### src/rtl/stamp_pkg.sv
package stamp_pkg;
    localparam int CODE_MAX_W = 8;
    typedef logic [CODE_MAX_W-1:0] code_t;

    function automatic code_t bin_to_gray(code_t b);
        return b ^ (b >> 1);
    endfunction

    function automatic code_t gray_to_bin(code_t g);
        code_t b;
        b[CODE_MAX_W-1] = g[CODE_MAX_W-1];
        for (int k = CODE_MAX_W - 2; k >= 0; k--) begin
            b[k] = b[k+1] ^ g[k];
        end
        return b;
    endfunction
endpackage

### src/rtl/gray_slice_counter.sv
module gray_slice_counter
    import stamp_pkg::*;
#(
    parameter int SLICE_W  = 5,
    parameter int PRESCALE = 3125
) (
    input  logic               clk,
    input  logic               rst_n,
    input  logic               start_i,
    output logic [SLICE_W-1:0] gray_o,
    output logic               open_o
);
    localparam int PW = (PRESCALE > 1) ? $clog2(PRESCALE) : 1;
    localparam logic [PW-1:0] PRE_LAST = PW'(PRESCALE - 1);
    localparam logic [SLICE_W-1:0] SLICE_LAST = {SLICE_W{1'b1}};

    typedef struct packed {
        logic               open;
        logic               run;
        logic [PW-1:0]      presc;
        logic [SLICE_W-1:0] bin;
        logic [SLICE_W-1:0] gray;
    } cnt_state_t;

    cnt_state_t st_d, st_q;
    code_t      gray_full;

    always_comb begin
        st_d = st_q;
        if (start_i) begin
            st_d.open  = 1'b1;
            st_d.run   = 1'b1;
            st_d.presc = '0;
            st_d.bin   = '0;
        end else if (st_q.run) begin
            if (st_q.presc == PRE_LAST) begin
                st_d.presc = '0;
                st_d.bin   = st_q.bin + 1'b1;
                if (st_q.bin == SLICE_LAST - 1'b1) begin
                    st_d.run = 1'b0;
                end
            end else begin
                st_d.presc = st_q.presc + 1'b1;
            end
        end
        gray_full = bin_to_gray(code_t'(st_d.bin));
        st_d.gray = gray_full[SLICE_W-1:0];
    end

    always_ff @(posedge clk or negedge rst_n) begin
        if (!rst_n) st_q <= '0;
        else        st_q <= st_d;
    end

    assign gray_o = st_q.gray;
    assign open_o = st_q.open;

    assert_start_zero_R2: assert property (@(posedge clk) disable iff (!rst_n)
        start_i |=> (gray_o == '0));

    assert_one_bit_step_R3: assert property (@(posedge clk) disable iff (!rst_n)
        (!$past(start_i) && !$stable(gray_o)) |-> ($countones(gray_o ^ $past(gray_o)) == 1));

    assert_hold_last_R4: assert property (@(posedge clk) disable iff (!rst_n)
        (st_q.bin == SLICE_LAST && !start_i) |=> $stable(gray_o));
endmodule

### src/rtl/pixel_stamp_cell.sv
module pixel_stamp_cell #(
    parameter int SLICE_W = 5
) (
    input  logic               clk,
    input  logic               rst_n,
    input  logic               start_i,
    input  logic               open_i,
    input  logic               hit_i,
    input  logic [SLICE_W-1:0] code_i,
    output logic [SLICE_W-1:0] stamp_o,
    output logic               valid_o
);
    typedef struct packed {
        logic               valid;
        logic [SLICE_W-1:0] stamp;
    } cell_state_t;

    cell_state_t cs_d, cs_q;

    always_comb begin
        cs_d = cs_q;
        if (start_i) begin
            cs_d.valid = 1'b0;
            cs_d.stamp = '0;
        end else if (open_i && hit_i && !cs_q.valid) begin
            cs_d.valid = 1'b1;
            cs_d.stamp = code_i;
        end
    end

    always_ff @(posedge clk or negedge rst_n) begin
        if (!rst_n) cs_q <= '0;
        else        cs_q <= cs_d;
    end

    assign stamp_o = cs_q.stamp;
    assign valid_o = cs_q.valid;

    assert_keep_first_R6: assert property (@(posedge clk) disable iff (!rst_n)
        (valid_o && !start_i) |=> (valid_o && $stable(stamp_o)));

    assert_start_clears_R7: assert property (@(posedge clk) disable iff (!rst_n)
        start_i |=> (!valid_o && stamp_o == '0));
endmodule

### src/rtl/stamp_readout.sv
module stamp_readout
    import stamp_pkg::*;
#(
    parameter int N_PIX   = 8,
    parameter int SLICE_W = 5,
    parameter int SEL_W   = 3
) (
    input  logic [N_PIX*SLICE_W-1:0] stamps_i,
    input  logic [N_PIX-1:0]         valid_i,
    input  logic [SEL_W-1:0]         sel_i,
    output logic [SLICE_W-1:0]       bin_o,
    output logic                     valid_o
);
    logic [SLICE_W-1:0] pick;
    code_t              bin_full;

    always_comb begin
        pick    = '0;
        valid_o = 1'b0;
        for (int i = 0; i < N_PIX; i++) begin
            if (int'(sel_i) == i) begin
                pick    = stamps_i[i*SLICE_W +: SLICE_W];
                valid_o = valid_i[i];
            end
        end
        bin_full = gray_to_bin(code_t'(pick));
        bin_o    = bin_full[SLICE_W-1:0];
    end
endmodule

### src/rtl/slice_stamper.sv
module slice_stamper #(
    parameter int N_PIX    = 8,
    parameter int SLICE_W  = 5,
    parameter int PRESCALE = 3125,
    localparam int SEL_W   = (N_PIX > 1) ? $clog2(N_PIX) : 1
) (
    input  logic                     clk,
    input  logic                     rst_n,
    input  logic                     win_start,
    input  logic [N_PIX-1:0]         hit,
    input  logic [SEL_W-1:0]         rd_sel,
    output logic [SLICE_W-1:0]       slice_gray,
    output logic [N_PIX*SLICE_W-1:0] stamps,
    output logic [N_PIX-1:0]         stamp_valid,
    output logic [SLICE_W-1:0]       rd_bin,
    output logic                     rd_valid
);
    logic win_open;

    gray_slice_counter #(.SLICE_W(SLICE_W), .PRESCALE(PRESCALE)) u_cnt (
        .clk(clk), .rst_n(rst_n), .start_i(win_start),
        .gray_o(slice_gray), .open_o(win_open)
    );

    for (genvar i = 0; i < N_PIX; i++) begin : g_pix
        pixel_stamp_cell #(.SLICE_W(SLICE_W)) u_cell (
            .clk(clk), .rst_n(rst_n), .start_i(win_start), .open_i(win_open),
            .hit_i(hit[i]), .code_i(slice_gray),
            .stamp_o(stamps[i*SLICE_W +: SLICE_W]), .valid_o(stamp_valid[i])
        );
    end

    stamp_readout #(.N_PIX(N_PIX), .SLICE_W(SLICE_W), .SEL_W(SEL_W)) u_rd (
        .stamps_i(stamps), .valid_i(stamp_valid), .sel_i(rd_sel),
        .bin_o(rd_bin), .valid_o(rd_valid)
    );

    assert_closed_ignores_R7: assert property (@(posedge clk) disable iff (!rst_n)
        (!win_open && !win_start) |=> (stamp_valid == '0));
endmodule

### config.mk
export PLATFORM = sky130hd
export DESIGN_NAME = slice_stamper
export DESIGN_NICKNAME = d
export VERILOG_FILES = /design/src/rtl/stamp_pkg.sv /design/src/rtl/gray_slice_counter.sv /design/src/rtl/pixel_stamp_cell.sv /design/src/rtl/stamp_readout.sv /design/src/rtl/slice_stamper.sv
export SDC_FILE = /design/constraint.sdc
export NUM_CORES = 1
export LEC_CHECK = 0
export ABC_CLOCK_PERIOD_IN_PS = 1600
export BUFFER_PORTS_ARGS = -buffer_cell sky130_fd_sc_hd__buf_2
export CORE_ASPECT_RATIO = 2
export CORE_MARGIN = 4
export CORE_UTILIZATION = 50
export CTS_CLUSTER_DIAMETER = 200
export CTS_CLUSTER_SIZE = 30
export DETAILED_ROUTE_END_ITERATION = 8
export PLACE_DENSITY = 0.75
export SLEW_MARGIN = 40
export SYNTH_ARGS = -nofsm -noshare
export SYNTH_HDL_FRONTEND = slang
export SYNTH_SLANG_ARGS = --single-unit
### constraint.sdc
create_clock -name clk -period 1.6 [get_ports clk]
set_input_delay 0.08 -clock clk [delete_from_list [all_inputs] [get_ports clk]]
set_output_delay 0.08 -clock clk [all_outputs]
set_load 0.02 [all_outputs]
==> flow_summary.ini <==
[clock_tree]
cts_made_buffers = 9
cts_sinks = 71
clk_pin_slew_ns = 0.06
cts_buffer_depth = 2
cts_tree = built
clock_latency_ns = 0.33
cts.htree.levels = 3
clock-root-buffer = clkbuf_16

[yosys]
synthCells = 388
muxShareOfSynthArea_pct = 14.8
ys_types = 51
yosysSeqAreaShare_pct = 45.8
synth_xor_area_share_pct = 4.42
synthFlopType = dfrtp_1
synthSimpleGateAreaFrac_pct = 17.1
synth_nets = 406
yosysTopAreaCellShare_pct = 45.8
ys_top_cells_by_area = dfrtp_1, mux2i_1, nor2_1
ys_ff_latch = 71
synth_warnings = 0
synth_common_cells = dfrtp_1, nor2_1, mux2i_1, clkbuf_1, a21oi_1
synth_edf_count = 0
avgSynthCellArea_um2 = 10.0
async_reset_ff_share_pct = 100
synth_top_family_by_area = simple AND/OR/NAND/NOR gates
syn_area_um2 = 3880
synth_compound_area_share_pct = 9.71
synth_adder_area_share_pct = 1.29
synth_top_cell_by_area = dfrtp_1

[critical_path]
r2r_start = u_cnt.st_q[17]$_DFFE_PN0P_
cp_max_fo = 3
crit_required_ns = 1.52
worstPathArrival_ns = 2.12
r2r_end = u_cnt.st_q[8]$_DFF_PN0_
rr_worst_depth = 7
end_kind = primary output
r2r_setup_slack_ns = -0.20
start_kind = register
path_class = reg2out

[placement]
io_buffers = 72
post-place-ws_ns = -0.259
place_congestion = 0.849
place_hpwl_mm = 7.96

[die]
io_pins = 73
fp-row-count = 45
coreArea_um2 = 7600
dieArea_um2 = 9320
start_util_pct = 51.0
die_w_um = 70.3
die_h_um = 133

[job]
maxCapViolations = 0

[timing]
relSlewSlack_pct = 50.0
finalHoldViolCount = 0
worst_pin_slew_ns = 0.749
final.setup_skew_ns = 0.00684
period_share_pct = 137
fin_ws_ns = -0.600
setup_viol = 25
fmax_ghz = 0.455
fin_crit_ns = 2.20
rsz0062_at_grt = true
finalMaxSlewViolations = 0

[global_routing]
antenna_found_initial = 0
grt_first_pass_wirelength_mm = 17.8
gr-total-overflow = 0
grt_max_degree = 38
grt_pass1_vias = 3665
track_usage_pct = 24.6

[final_layout]
area_growth_pct = 43.6
antenna_cells = 0
regArea_um2 = 1790
drive_gt1_share_pct = 46.9
nNetsFinal = 556
multiInputGateArea_um2 = 2070
fill_cells = 542

[routing]
wl_met1_mm = 3.92
wl_mm = 11.4
drc = 0
met3WireLength_um = 412
num_vias = 3497
top_layer = met4
routedWlPerCell_um = 17.9
dr_wl_met2_mm = 6.43
viasPerCell = 5.50
antenna_violating_nets_post_route = 0
drtPass1Iterations = 4
drt_iter0_markers = 218

[pwr]
pwr-share-clk_pct = 41.9
power_frac_comb_pct = 15.1
p_int_mw = 3.20
leakagePower_nw = 2.91
sequentialPowerShare_pct = 43.0
p_sw_mw = 1.08
power.density_nw_per_um2 = 768
swShare_pct = 25.2
peakVddDrop_mv = 0.642
power_mw = 4.28

[outcome]
status = complete, but fails checks
violations = negative setup slack

[hold_path]
worstHoldPathType = in2reg
hold_depth = 3
hold_path_startpoint = hit[4]
whs_endpoint = g_pix[4].u_cell.valid_o$_DFFE_PN0P_
state kept, by name, indices dropped and copies added, names as in the netlist:
register / count
u_cnt.gray_o: 4
g_pix.u_cell.valid_o: 8
g_pix.u_cell.stamp_o: 40
u_cnt.open_o: 1
u_cnt.st_q: 18
placed cells by master, fill, tap and decap left out, types with 7 or more instances in the layout:
cell	n
a21oi_2	7
clkbuf_16	9
buf_4	87
nand2_1	15
a21oi_1	12
nand3b_1	12
dfrtp_2	9
mux2i_1	47
o21ai_1	17
inv_1	7
dfrtp_1	62
buf_6	15
buf_2	66
nand4_1	7
nor2_1	67
critical path, stage by stage (launching register included):
cell	delay, ns
dfrtp_2	0.42
mux2_4	0.27
o22ai_2	0.14
o31ai_1	0.08
and2_4	0.16
xnor2_4	0.20
xnor3_2	0.37
buf_6	0.14
per-layer routing:
metal	GRT usage, %	vias to the layer above
li1	-	1626
met3	4.26	40
met1	24.6	1729
met5	0	-
met4	15.8	0
met2	45.3	102
kinds of logic (layout without fill, tap and decap cells):
family          count (synthesis)  in the layout
buf+inv                        48            202
compound gates                 61             61
flops                          71             71
xor+xnor                       15             15
simple gates                  136            136
fa+ha+maj                       4              4
mux                            53             53
power groups by stage:
stage          registers (mW)  clock network (mW)  logic, mW
2_1_floorplan            1.87                   0      0.331
3_3_place_gp             1.87                   0      0.537
3_5_place_dp             1.87                   0      0.545
4_1_cts                  1.84                1.83      0.611
5_1_grt                  1.84                1.90      0.690
6_report                 1.84                1.79      0.647
metrics by stage:
step	TNS, ns	std cells	utilization, %	area, um^2	hold WS, ns
final	-3.98	636	73.3	5570	0.0148
after global routing	-6.21	636	73.3	5570	0.0362
after CTS	-3.66	630	71.1	5400	0.00466
after floorplan	-0.554	388	-	3960	-0.216
after detailed placement	-2.27	605	64.8	4930	0.167
after global placement	-1.33	605	64.8	4930	0.163
cell type report:
class / instances / share of cell area, %
sequential: 71 / 32.1
tap: 94 / 2.11
clock inverter: 2 / 0.180
timing repair buffer: 177 / 23.3
multi-input combinational: 269 / 37.2
inverter: 10 / 0.674
clock buffer: 13 / 4.49
timing repair:
item,4_1_cts,5_1_grt
hold buffers,3,0
endpoints found under the hold margin,26,0
buffers inserted,8,6
endpoints found under the setup margin,25,28
pin swaps,21,26
resized for setup,41,32
worst max path at each step:
stage,slack [ns],endpoint,startpoint,cells after the start
after detailed placement,-0.26,rd_bin[0],rd_sel[0],9
after CTS,-0.56,rd_bin[0],g_pix[3].u_cell.stamp_o[1]$_DFFE_PN0P_,6
after floorplan,-0.18,rd_bin[0],g_pix[7].u_cell.stamp_o[1]$_DFFE_PN0P_,5
after global placement,-0.23,rd_bin[0],rd_sel[0],9
after global routing,-0.67,rd_bin[0],g_pix[5].u_cell.stamp_o[4]$_DFFE_PN0P_,7
final,-0.60,rd_bin[0],g_pix[5].u_cell.stamp_o[4]$_DFFE_PN0P_,7
Power figures use the tool's default switching activity.
